`config.mk`:
```
export PLATFORM = sky130hd
export DESIGN_NAME = pwm_pulse_add
export DESIGN_NICKNAME = d
export VERILOG_FILES = /design/src/rtl/pwm_pkg.sv /design/src/rtl/pwm_prescaler.sv /design/src/rtl/pwm_period_cnt.sv /design/src/rtl/pwm_regfile.sv /design/src/rtl/pwm_channel.sv /design/src/rtl/pwm_pulse_add.sv
export SDC_FILE = /design/constraint.sdc
export NUM_CORES = 1
export LEC_CHECK = 0
export BUFFER_PORTS_ARGS = -buffer_cell sky130_fd_sc_hd__buf_2
export CAP_MARGIN = 20
export CORE_UTILIZATION = 54
export CTS_CLUSTER_SIZE = 20
export DETAILED_ROUTE_END_ITERATION = 10
export PLACE_DENSITY = 0.7
export SYNTH_ARGS = -nofsm -noshare
export SYNTH_HDL_FRONTEND = slang
export SYNTH_SLANG_ARGS = --single-unit
```
`constraint.sdc`:
```
create_clock -name clk -period 3.7 [get_ports clk]
set_input_delay 0.74 -clock clk [delete_from_list [all_inputs] [get_ports clk]]
set_output_delay 0.74 -clock clk [all_outputs]
set_load 0.01 [all_outputs]
```
`src/rtl/pwm_pkg.sv`:
```
package pwm_pkg;

    localparam int NIB_W    = 4;
    localparam int DATA_W   = 2 * NIB_W;
    localparam int SEL_W    = 3;
    localparam int PS_CNT_W = 4;

    typedef enum logic [SEL_W-1:0] {
        PS_DIV1  = 3'd0,
        PS_DIV2  = 3'd1,
        PS_DIV4  = 3'd2,
        PS_DIV8  = 3'd3,
        PS_DIV16 = 3'd4
    } ps_state_e;

    function automatic logic [NIB_W-1:0] rev_nib(input logic [NIB_W-1:0] v);
        logic [NIB_W-1:0] r;
        for (int i = 0; i < NIB_W; i++) begin
            r[i] = v[NIB_W-1-i];
        end
        return r;
    endfunction

    function automatic ps_state_e sel_to_state(input logic [SEL_W-1:0] s);
        ps_state_e st;
        unique case (s)
            3'd0:    st = PS_DIV1;
            3'd1:    st = PS_DIV2;
            3'd2:    st = PS_DIV4;
            3'd3:    st = PS_DIV8;
            default: st = PS_DIV16;
        endcase
        return st;
    endfunction

endpackage

```
`src/rtl/pwm_prescaler.sv`:
```
module pwm_prescaler
    import pwm_pkg::*;
(
    input  logic             clk,
    input  logic             rst_n,
    input  logic [SEL_W-1:0] sel_i,
    output logic             tick_o
);

    ps_state_e             state_q;
    ps_state_e             state_d;
    logic [PS_CNT_W-1:0]   div_cnt_q;
    logic [PS_CNT_W-1:0]   limit;

    // terminal count of the divider for the ratio currently in force
    always_comb begin
        unique case (state_q)
            PS_DIV1:  limit = PS_CNT_W'(0);
            PS_DIV2:  limit = PS_CNT_W'(1);
            PS_DIV4:  limit = PS_CNT_W'(3);
            PS_DIV8:  limit = PS_CNT_W'(7);
            PS_DIV16: limit = PS_CNT_W'(15);
            default:  limit = PS_CNT_W'(15);
        endcase
    end

    assign tick_o = (div_cnt_q == limit);

    // only a terminal count may move the ratio
    always_comb begin
        state_d = state_q;
        if (tick_o) begin
            state_d = sel_to_state(sel_i);
        end
    end

    always_ff @(posedge clk or negedge rst_n) begin
        if (!rst_n) begin
            state_q <= PS_DIV1;
        end else begin
            state_q <= state_d;
        end
    end

    always_ff @(posedge clk or negedge rst_n) begin
        if (!rst_n) begin
            div_cnt_q <= '0;
        end else if (tick_o) begin
            div_cnt_q <= '0;
        end else begin
            div_cnt_q <= div_cnt_q + 1'b1;
        end
    end

    AST_DIV_BOUND: assert property (@(posedge clk) disable iff (!rst_n)
        div_cnt_q <= limit);
    AST_RATIO_HOLD: assert property (@(posedge clk) disable iff (!rst_n)
        !tick_o |=> $stable(state_q));

endmodule

```
`src/rtl/pwm_period_cnt.sv`:
```
module pwm_period_cnt
    import pwm_pkg::*;
(
    input  logic              clk,
    input  logic              rst_n,
    input  logic              tick_i,
    output logic [DATA_W-1:0] cnt_o,
    output logic              wrap_o
);

    logic [DATA_W-1:0] cnt_q;

    always_ff @(posedge clk or negedge rst_n) begin
        if (!rst_n) begin
            cnt_q <= '0;
        end else if (tick_i) begin
            cnt_q <= cnt_q + 1'b1;
        end
    end

    assign cnt_o  = cnt_q;
    assign wrap_o = tick_i && (cnt_q == '1);

    AST_CNT_STEP: assert property (@(posedge clk) disable iff (!rst_n)
        tick_i |=> cnt_q == DATA_W'($past(cnt_q) + 1'b1));
    AST_CNT_HOLD: assert property (@(posedge clk) disable iff (!rst_n)
        !tick_i |=> $stable(cnt_q));

endmodule

```
`src/rtl/pwm_regfile.sv`:
```
module pwm_regfile
    import pwm_pkg::*;
#(
    parameter int NUM_CH = 16,
    parameter int ADDR_W = 5
) (
    input  logic                          clk,
    input  logic                          rst_n,
    input  logic                          we_i,
    input  logic [ADDR_W-1:0]             addr_i,
    input  logic [DATA_W-1:0]             wdata_i,
    output logic [DATA_W-1:0]             rdata_o,
    output logic [NUM_CH-1:0][DATA_W-1:0] duty_o,
    output logic [NUM_CH-1:0]             pol_o,
    output logic [SEL_W-1:0]              sel_o
);

    localparam int POL_BYTES = (NUM_CH + DATA_W - 1) / DATA_W;
    localparam int POL_ADDR  = NUM_CH;
    localparam int SEL_ADDR  = NUM_CH + POL_BYTES;

    logic [NUM_CH-1:0][DATA_W-1:0] duty_q;
    logic [NUM_CH-1:0]             pol_q;
    logic [SEL_W-1:0]              sel_q;

    always_ff @(posedge clk or negedge rst_n) begin
        if (!rst_n) begin
            duty_q <= '0;
            pol_q  <= '0;
            sel_q  <= '0;
        end else if (we_i) begin
            for (int i = 0; i < NUM_CH; i++) begin
                if (addr_i == ADDR_W'(i)) begin
                    duty_q[i] <= wdata_i;
                end
                if (addr_i == ADDR_W'(POL_ADDR + i / DATA_W)) begin
                    pol_q[i] <= wdata_i[i % DATA_W];
                end
            end
            if (addr_i == ADDR_W'(SEL_ADDR)) begin
                sel_q <= wdata_i[SEL_W-1:0];
            end
        end
    end

    always_comb begin
        rdata_o = '0;
        for (int i = 0; i < NUM_CH; i++) begin
            if (addr_i == ADDR_W'(i)) begin
                rdata_o = duty_q[i];
            end
            if (addr_i == ADDR_W'(POL_ADDR + i / DATA_W)) begin
                rdata_o[i % DATA_W] = pol_q[i];
            end
        end
        if (addr_i == ADDR_W'(SEL_ADDR)) begin
            rdata_o = DATA_W'(sel_q);
        end
    end

    assign duty_o = duty_q;
    assign pol_o  = pol_q;
    assign sel_o  = sel_q;

endmodule

```
`src/rtl/pwm_channel.sv`:
```
module pwm_channel
    import pwm_pkg::*;
(
    input  logic              clk,
    input  logic              rst_n,
    input  logic              wrap_i,
    input  logic [DATA_W-1:0] cnt_i,
    input  logic [DATA_W-1:0] duty_i,
    input  logic              pol_i,
    output logic              pwm_o
);

    logic [DATA_W-1:0] active_q;
    logic [NIB_W-1:0]  pos;
    logic [NIB_W-1:0]  blk;
    logic [NIB_W-1:0]  width;
    logic [NIB_W-1:0]  extra;
    logic              on;

    // shadow copy loaded only as the period counter wraps
    always_ff @(posedge clk or negedge rst_n) begin
        if (!rst_n) begin
            active_q <= '0;
        end else if (wrap_i) begin
            active_q <= duty_i;
        end
    end

    assign pos   = cnt_i[NIB_W-1:0];
    assign blk   = cnt_i[DATA_W-1:NIB_W];
    assign width = active_q[DATA_W-1:NIB_W];
    assign extra = active_q[NIB_W-1:0];

    always_comb begin
        on = (pos < width);
        if ((pos == width) && (rev_nib(blk) < extra)) begin
            on = 1'b1;
        end
    end

    assign pwm_o = on ^ pol_i;

    AST_MIDPERIOD_HOLD: assert property (@(posedge clk) disable iff (!rst_n)
        !wrap_i |=> $stable(active_q));
    AST_ZERO_IDLE: assert property (@(posedge clk) disable iff (!rst_n)
        (active_q == '0) |-> !on);

endmodule

```
`src/rtl/pwm_pulse_add.sv`:
```
module pwm_pulse_add
    import pwm_pkg::*;
#(
    parameter int NUM_CH = 16,
    parameter int ADDR_W = $clog2(NUM_CH + (NUM_CH + 7) / 8 + 1)
) (
    input  logic              clk,
    input  logic              rst_n,
    input  logic              reg_we,
    input  logic [ADDR_W-1:0] reg_addr,
    input  logic [7:0]        reg_wdata,
    output logic [7:0]        reg_rdata,
    output logic [NUM_CH-1:0] pwm_o
);

    logic                          tick;
    logic                          wrap;
    logic [DATA_W-1:0]             cnt;
    logic [SEL_W-1:0]              sel;
    logic [NUM_CH-1:0]             pol;
    logic [NUM_CH-1:0][DATA_W-1:0] duty;

    pwm_regfile #(
        .NUM_CH (NUM_CH),
        .ADDR_W (ADDR_W)
    ) u_regs (
        .clk     (clk),
        .rst_n   (rst_n),
        .we_i    (reg_we),
        .addr_i  (reg_addr),
        .wdata_i (reg_wdata),
        .rdata_o (reg_rdata),
        .duty_o  (duty),
        .pol_o   (pol),
        .sel_o   (sel)
    );

    pwm_prescaler u_ps (
        .clk    (clk),
        .rst_n  (rst_n),
        .sel_i  (sel),
        .tick_o (tick)
    );

    pwm_period_cnt u_cnt (
        .clk    (clk),
        .rst_n  (rst_n),
        .tick_i (tick),
        .cnt_o  (cnt),
        .wrap_o (wrap)
    );

    for (genvar c = 0; c < NUM_CH; c++) begin : g_ch
        pwm_channel u_ch (
            .clk    (clk),
            .rst_n  (rst_n),
            .wrap_i (wrap),
            .cnt_i  (cnt),
            .duty_i (duty[c]),
            .pol_i  (pol[c]),
            .pwm_o  (pwm_o[c])
        );
    end

    AST_WRAP_ON_TICK: assert property (@(posedge clk) disable iff (!rst_n)
        wrap |-> tick);

endmodule

```
After elaboration in Yosys (flattened, before gate mapping)
Index checks and enable logic that the tools add are counted.
{ "classes": {"addsub": 2, "n_mul": 0, "n_div": 0, "magnitude_cmp": 32, "eq_ne": 42, "shift": 0, "mux": 52, "n_bitwise": 16, "n_reduce_logical": 39} }
{ "op_table": {"columns": ["operator", "count"], "rows": [
  ["$mux W8", 17],
  ["$lt A4 B4 Y1", 32],
  ["$eq A4 B4 Y1", 17],
  ["$eq A5 B4 Y1 const B", 8],
  ["$reduce_and A2 Y1", 19],
  ["$mux W1", 32],
  ["$eq A5 B3 Y1 const B", 4],
  ["$logic_and A1 B1 Y1", 17],
  ["$pmux W4 S4", 1],
  ["$xor A1 B1 Y1", 16],
  ["$eq A5 B5 Y1 const B", 3],
  ["$eq A3 B2 Y1 const B", 4],
  ["$pmux W3 S4", 1],
  ["$eq A5 B2 Y1 const B", 2],
  ["$add A8 B1 Y8 const B", 1],
  ["$eq A8 B8 Y1 const B", 1],
  ["$eq A3 B1 Y1 const B", 2],
  ["$logic_not A3 Y1", 2],
  ["$eq A5 B1 Y1 const B", 1],
  ["$logic_not A5 Y1", 1],
  ["$add A4 B1 Y4 const B", 1],
  ["$mux W4", 1]
]} }
{ "totals": {"reg_bits": 290, "latch_bits": 0, "mem_bits_rw": 0, "mem_bits_ro": 0, "input_bits": 16, "out_inout_bits": 24, "word_cells": 221, "n_memories": 0} }

Logic depth before layout (Yosys ltp)
{ "depth": {"word_depth": 34, "depth_mapped": 10, "depth_no_buf": 8} }

By module
A second synthesis with hierarchy kept.
{ "unflattened": {"cells_unflattened": 1442, "hier_area_um2": 15451.1} }
{ "by_module_without_submodules": {"columns": ["mod", "instances", "cells_each", "area_per_inst_um2", "seq_area_each_um2"], "rows": [
  ["pwm_channel", 16, 48, 462.9, 200.2],
  ["pwm_regfile", 1, 616, 7323.3, 3678.5],
  ["pwm_prescaler", 1, 28, 361.6, 175.2],
  ["pwm_period_cnt", 1, 30, 359.1, 200.2]
]} }

Worst setup path before layout
OpenSTA, ideal clock, no wires.
{ "synth_path": {"kind": "input -> output", "from": "in reg_addr[4]", "to": "out reg_rdata[6]", "arrival_ns": 2.373, "t_required_ns": 2.960, "slack_ns": 0.587, "stages": 7, "path_buffers": 2, "path_cell_list": "clkbuf_1 > or3b_2 > or2_2 > clkbuf_1 > mux2_2 > nand2_1 > o21ai_0"} }
{ "synth_between": {"elab_chain_cells": 20, "word_cells_on_any_way": 38, "cone_classes": "18 x eq/ne; 19 x mux; 1 x reduce/logical"} }
{ "synth_lines": {"columns": ["element", "line_no", "text"], "rows": [
  ["start, declared", "pwm_pulse_add.sv:10", "input logic [ADDR_W-1:0] reg_addr,"],
  ["$logic_not A5 Y1", "pwm_regfile.sv:49", "if (addr_i == ADDR_W'(i)) begin"],
  ["$mux W8 (7 in a row)", "pwm_regfile.sv:49", null],
  ["$mux W1", "pwm_regfile.sv:52", "if (addr_i == ADDR_W'(POL_ADDR + i / DATA_W)) begin"],
  ["$mux W8 (8 in a row)", "pwm_regfile.sv:49", null],
  ["$mux W1", "pwm_regfile.sv:52", null],
  ["$mux W8", "pwm_regfile.sv:49", null],
  ["$mux W8 (*)", "pwm_regfile.sv:56", "if (addr_i == ADDR_W'(SEL_ADDR)) begin"],
  ["end, declared", "pwm_pulse_add.sv:12", "output logic [7:0] reg_rdata,"]
]} }
Every way passes the cells marked *; elsewhere a longest branch is shown, timed or not.

Worst setup path in the final report
{ "layout_path": {"from": "in reg_addr[2]", "to": "out reg_rdata[5]"} }
{ "layout_between": {"elab_chain_cells": 20, "word_cells_on_any_way": 38, "cone_classes": "18 x eq/ne; 19 x mux; 1 x reduce/logical"} }
{ "layout_lines": {"columns": ["element", "line_no"], "rows": [
  ["$logic_not A5 Y1", "pwm_regfile.sv:49"],
  ["$mux W8 (6 in a row)", "pwm_regfile.sv:49"],
  ["$mux W1", "pwm_regfile.sv:52"],
  ["$mux W8 (8 in a row)", "pwm_regfile.sv:49"],
  ["$mux W1", "pwm_regfile.sv:52"],
  ["$mux W8 (2 in a row)", "pwm_regfile.sv:49"],
  ["$mux W8 (*)", "pwm_regfile.sv:56"]
]} }
Marked as above.

==> reports/results.txt <==
Outcome: finished, final reports clean
Share of layout cells above drive strength 1: 29.3%
First-pass GRT wire length: 66700 um
N_diodes: 0
Max_slew headroom: 39.3%
Total core area: 29000 um^2
Register area: 7260 um^2
CTS Hold Bufs: 0
Internal: 6.60 mW
Vias in the first global route: 10900
Grt ovf: 0
Setup crit end kind: primary output
Layout area overhead: 11.0%
DRC Markers: 0
Unrepaired setup endpoints after global routing: false
Asr flop ratio synth: 100%
TritonCTS clock tree: done
Ports: 40
Post-CTS Setup Inserts: 0
GR Util All Layers: 28.7%
Initial antenna violation count: 1
Critical path class: in -> out
Number of synthesized flops with an enable pin: 0
Final GP Congestion: 0.995
Sw Pwr: 3.21 mW
Die X: 175 um
Reg2Reg Depth: 7
Num CTS Buffers: 31
Slowest-stage cell, CP: buf_2
Die area: 30600 um^2
Req. time, crit path: 2.96 ns
Fillcell total: 2372
Final Max Tran Viols: 0
Synth cell types: 68
P_leak: 8.52 nW
# H-tree levels: 1
Worst r2r src: u_ps.div_cnt_q[1]
Mapped Area: 16100 um^2
Yosys warns: 0
Clock power share: 31.9%
Count of final setup violators: 0
Cells along the critical path: buf_2 -> buf_4 -> and3b_1 -> and2_1 -> o21ai_0 -> a211oi_1 -> o21ai_0 -> a21oi_1 -> buf_2
Final ANT Viol Nets: 0
CTS root buffer: clkbuf_16
Net count after synthesis: 1499
Dpl cell area: 16900 um^2
Initial Utilization: 55.6%
Vias: 11000
Worst hold slack: 0.249 ns
Peak supply drop: 0.000312 V
Most common cell after layout, fill and taps aside: dfrtp_1
CP arrival: 2.85 ns
Top FF cell, synth: dfrtp_1
Footprint of the multi-input gates: 8040 um^2
Worst-path clk slew: 0.05 ns
Final nets: 1553
Slew of the pin with the lowest slew margin: 0.910 ns
Crit path max fanout: 20
WL per Instance: 23.4 um
Most frequent cells in the layout: dfrtp_1 (290), mux2_2 (162), ha_1 (114)
# rows: 62
Register area share after synthesis: 45.0%
TNS Setup: 0 ns
Mapped Cells: 1369
Final instance area: 17900 um^2
Total wire length: 42800 um
Comb pwr share: 27.1%
Pre-antenna DRT Iters: 5
CP peak stage delay: 0.31 ns
Power share of the sequential group: 41.0%
Part of the cycle the worst path needs: 97.1%
Startpoint Class: primary input
Total power: 9.81 mW
Dpl hpwl: 29900 um
Power per cell area: 548 nW/um^2
Vias per inst: 5.98
Number of DRC markers in iteration 0: 869
Period minus WS final: 3.59 ns
Fmax: 0.278 GHz
Worst reg-to-reg setup slack: 1.02 ns
Max cap viols: 0
Yosys reg bits: 290
Largest net degree at the start of global routing: 114
Sink Count: 290
CTS max path bufs: 3
Avg Inst Size Synth: 11.8 um^2
# port buffers: 39
Later-pin clock latency in the skew report: 0.57 ns
Hold Vio Cnt, Final: 0
Hold Path Class: in -> async
Critical R2R Capture: g_ch[4].u_ch.active_q[0]
Die H: 175 um
Cts repair resizes: 0
Setup Skew: 0.0187 ns
Switching share of power: 32.7%
[critical path: cells and delay by family]
kind	cells	cell delay (ns)
AND/OR/NAND/NOR	2	0.57
buffers and inverters	3	0.71
AO/OA/AOI/OAI	4	0.83
[layer usage]
metal | up-vias | track usage [%] | wire, um
met5 | - | 0 | 10
met4 | 2 | 7.39 | 1060
met3 | 77 | 4.20 | 2440
met2 | 310 | 45.0 | 19400
met1 | 5585 | 41.7 | 19900
li1 | 4982 | - | -
[Yosys cell counts, drive strengths merged (18+ instances only)]
cell type	n	area share, %
a21oi	70	2.2
buf	41	2.0
clkbuf	30	0.70
dfrtp	290	45
ha	114	8.8
inv	111	2.6
mux2	274	22
nand2	37	0.86
nand2b	41	1.6
nand4	18	0.70
nor2	46	1.1
nor2b	47	1.8
o21ai	62	1.9
xnor2	25	1.4
[area by class of cell]
type / count / share of cell area (%)
Sequential cell: 290 / 40.6
Clock inverter: 11 / 0.797
Clock buffer: 46 / 4.93
Multi-Input combinational cell: 897 / 44.9
Timing Repair Buffer: 92 / 3.80
Inverter: 111 / 2.33
Tap cell: 384 / 2.68
[power by group through the flow]
stage / clock network, mW / registers (mW) / logic (mW)
final: 3.13 / 4.02 / 2.66
after floorplan: 0 / 3.91 / 1.90
after CTS: 3.17 / 4.01 / 2.68
after global placement: 0 / 4.06 / 2.56
after global routing: 3.30 / 4.06 / 2.99
after detailed placement: 0 / 4.06 / 2.65
[stage by stage]
stage | util, % | worst slack, ns | std cells
after global routing | 61.7 | 0.0314 | 1831
after CTS | 61.6 | 0.103 | 1831
after global placement | 58.1 | 0.106 | 1774
after floorplan | - | 0.587 | 1369
final | 61.7 | 0.106 | 1831
after detailed placement | 58.1 | 0.109 | 1774
[state kept, by name, summed over array words and instances (netlist names)]
name                flops
g_ch.u_ch.active_q    128
u_ps.state_q            3
u_regs.duty_o         128
u_ps.div_cnt_q          4
u_cnt.cnt_o             8
u_regs.pol_o           16
u_regs.sel_o            3
[logic make-up after synthesis]
| family | after synthesis | share of synthesized area [%] |
|---|---|---|
| xor gates and xnor gates | 26 | 1.41 |
| DFF | 290 | 45.0 |
| and+or+nand+nor | 261 | 8.91 |
| buffers and inverters | 182 | 5.28 |
| AOI/OAI and AO/OA | 213 | 8.26 |
| muxes | 283 | 22.3 |
| adders and majority gates | 114 | 8.84 |
[worst max-delay path by stage]
stage / to / startpoint / slack, ns
5_1_grt: reg_rdata[1] / reg_addr[2] / 0.03
4_1_cts: reg_rdata[1] / reg_addr[1] / 0.10
2_1_floorplan: reg_rdata[6] / reg_addr[4] / 0.59
6_report: reg_rdata[5] / reg_addr[2] / 0.11
3_3_place_gp: reg_rdata[6] / reg_addr[0] / 0.11
3_5_place_dp: reg_rdata[1] / reg_addr[1] / 0.11
(Power assumes the default switching activity.)
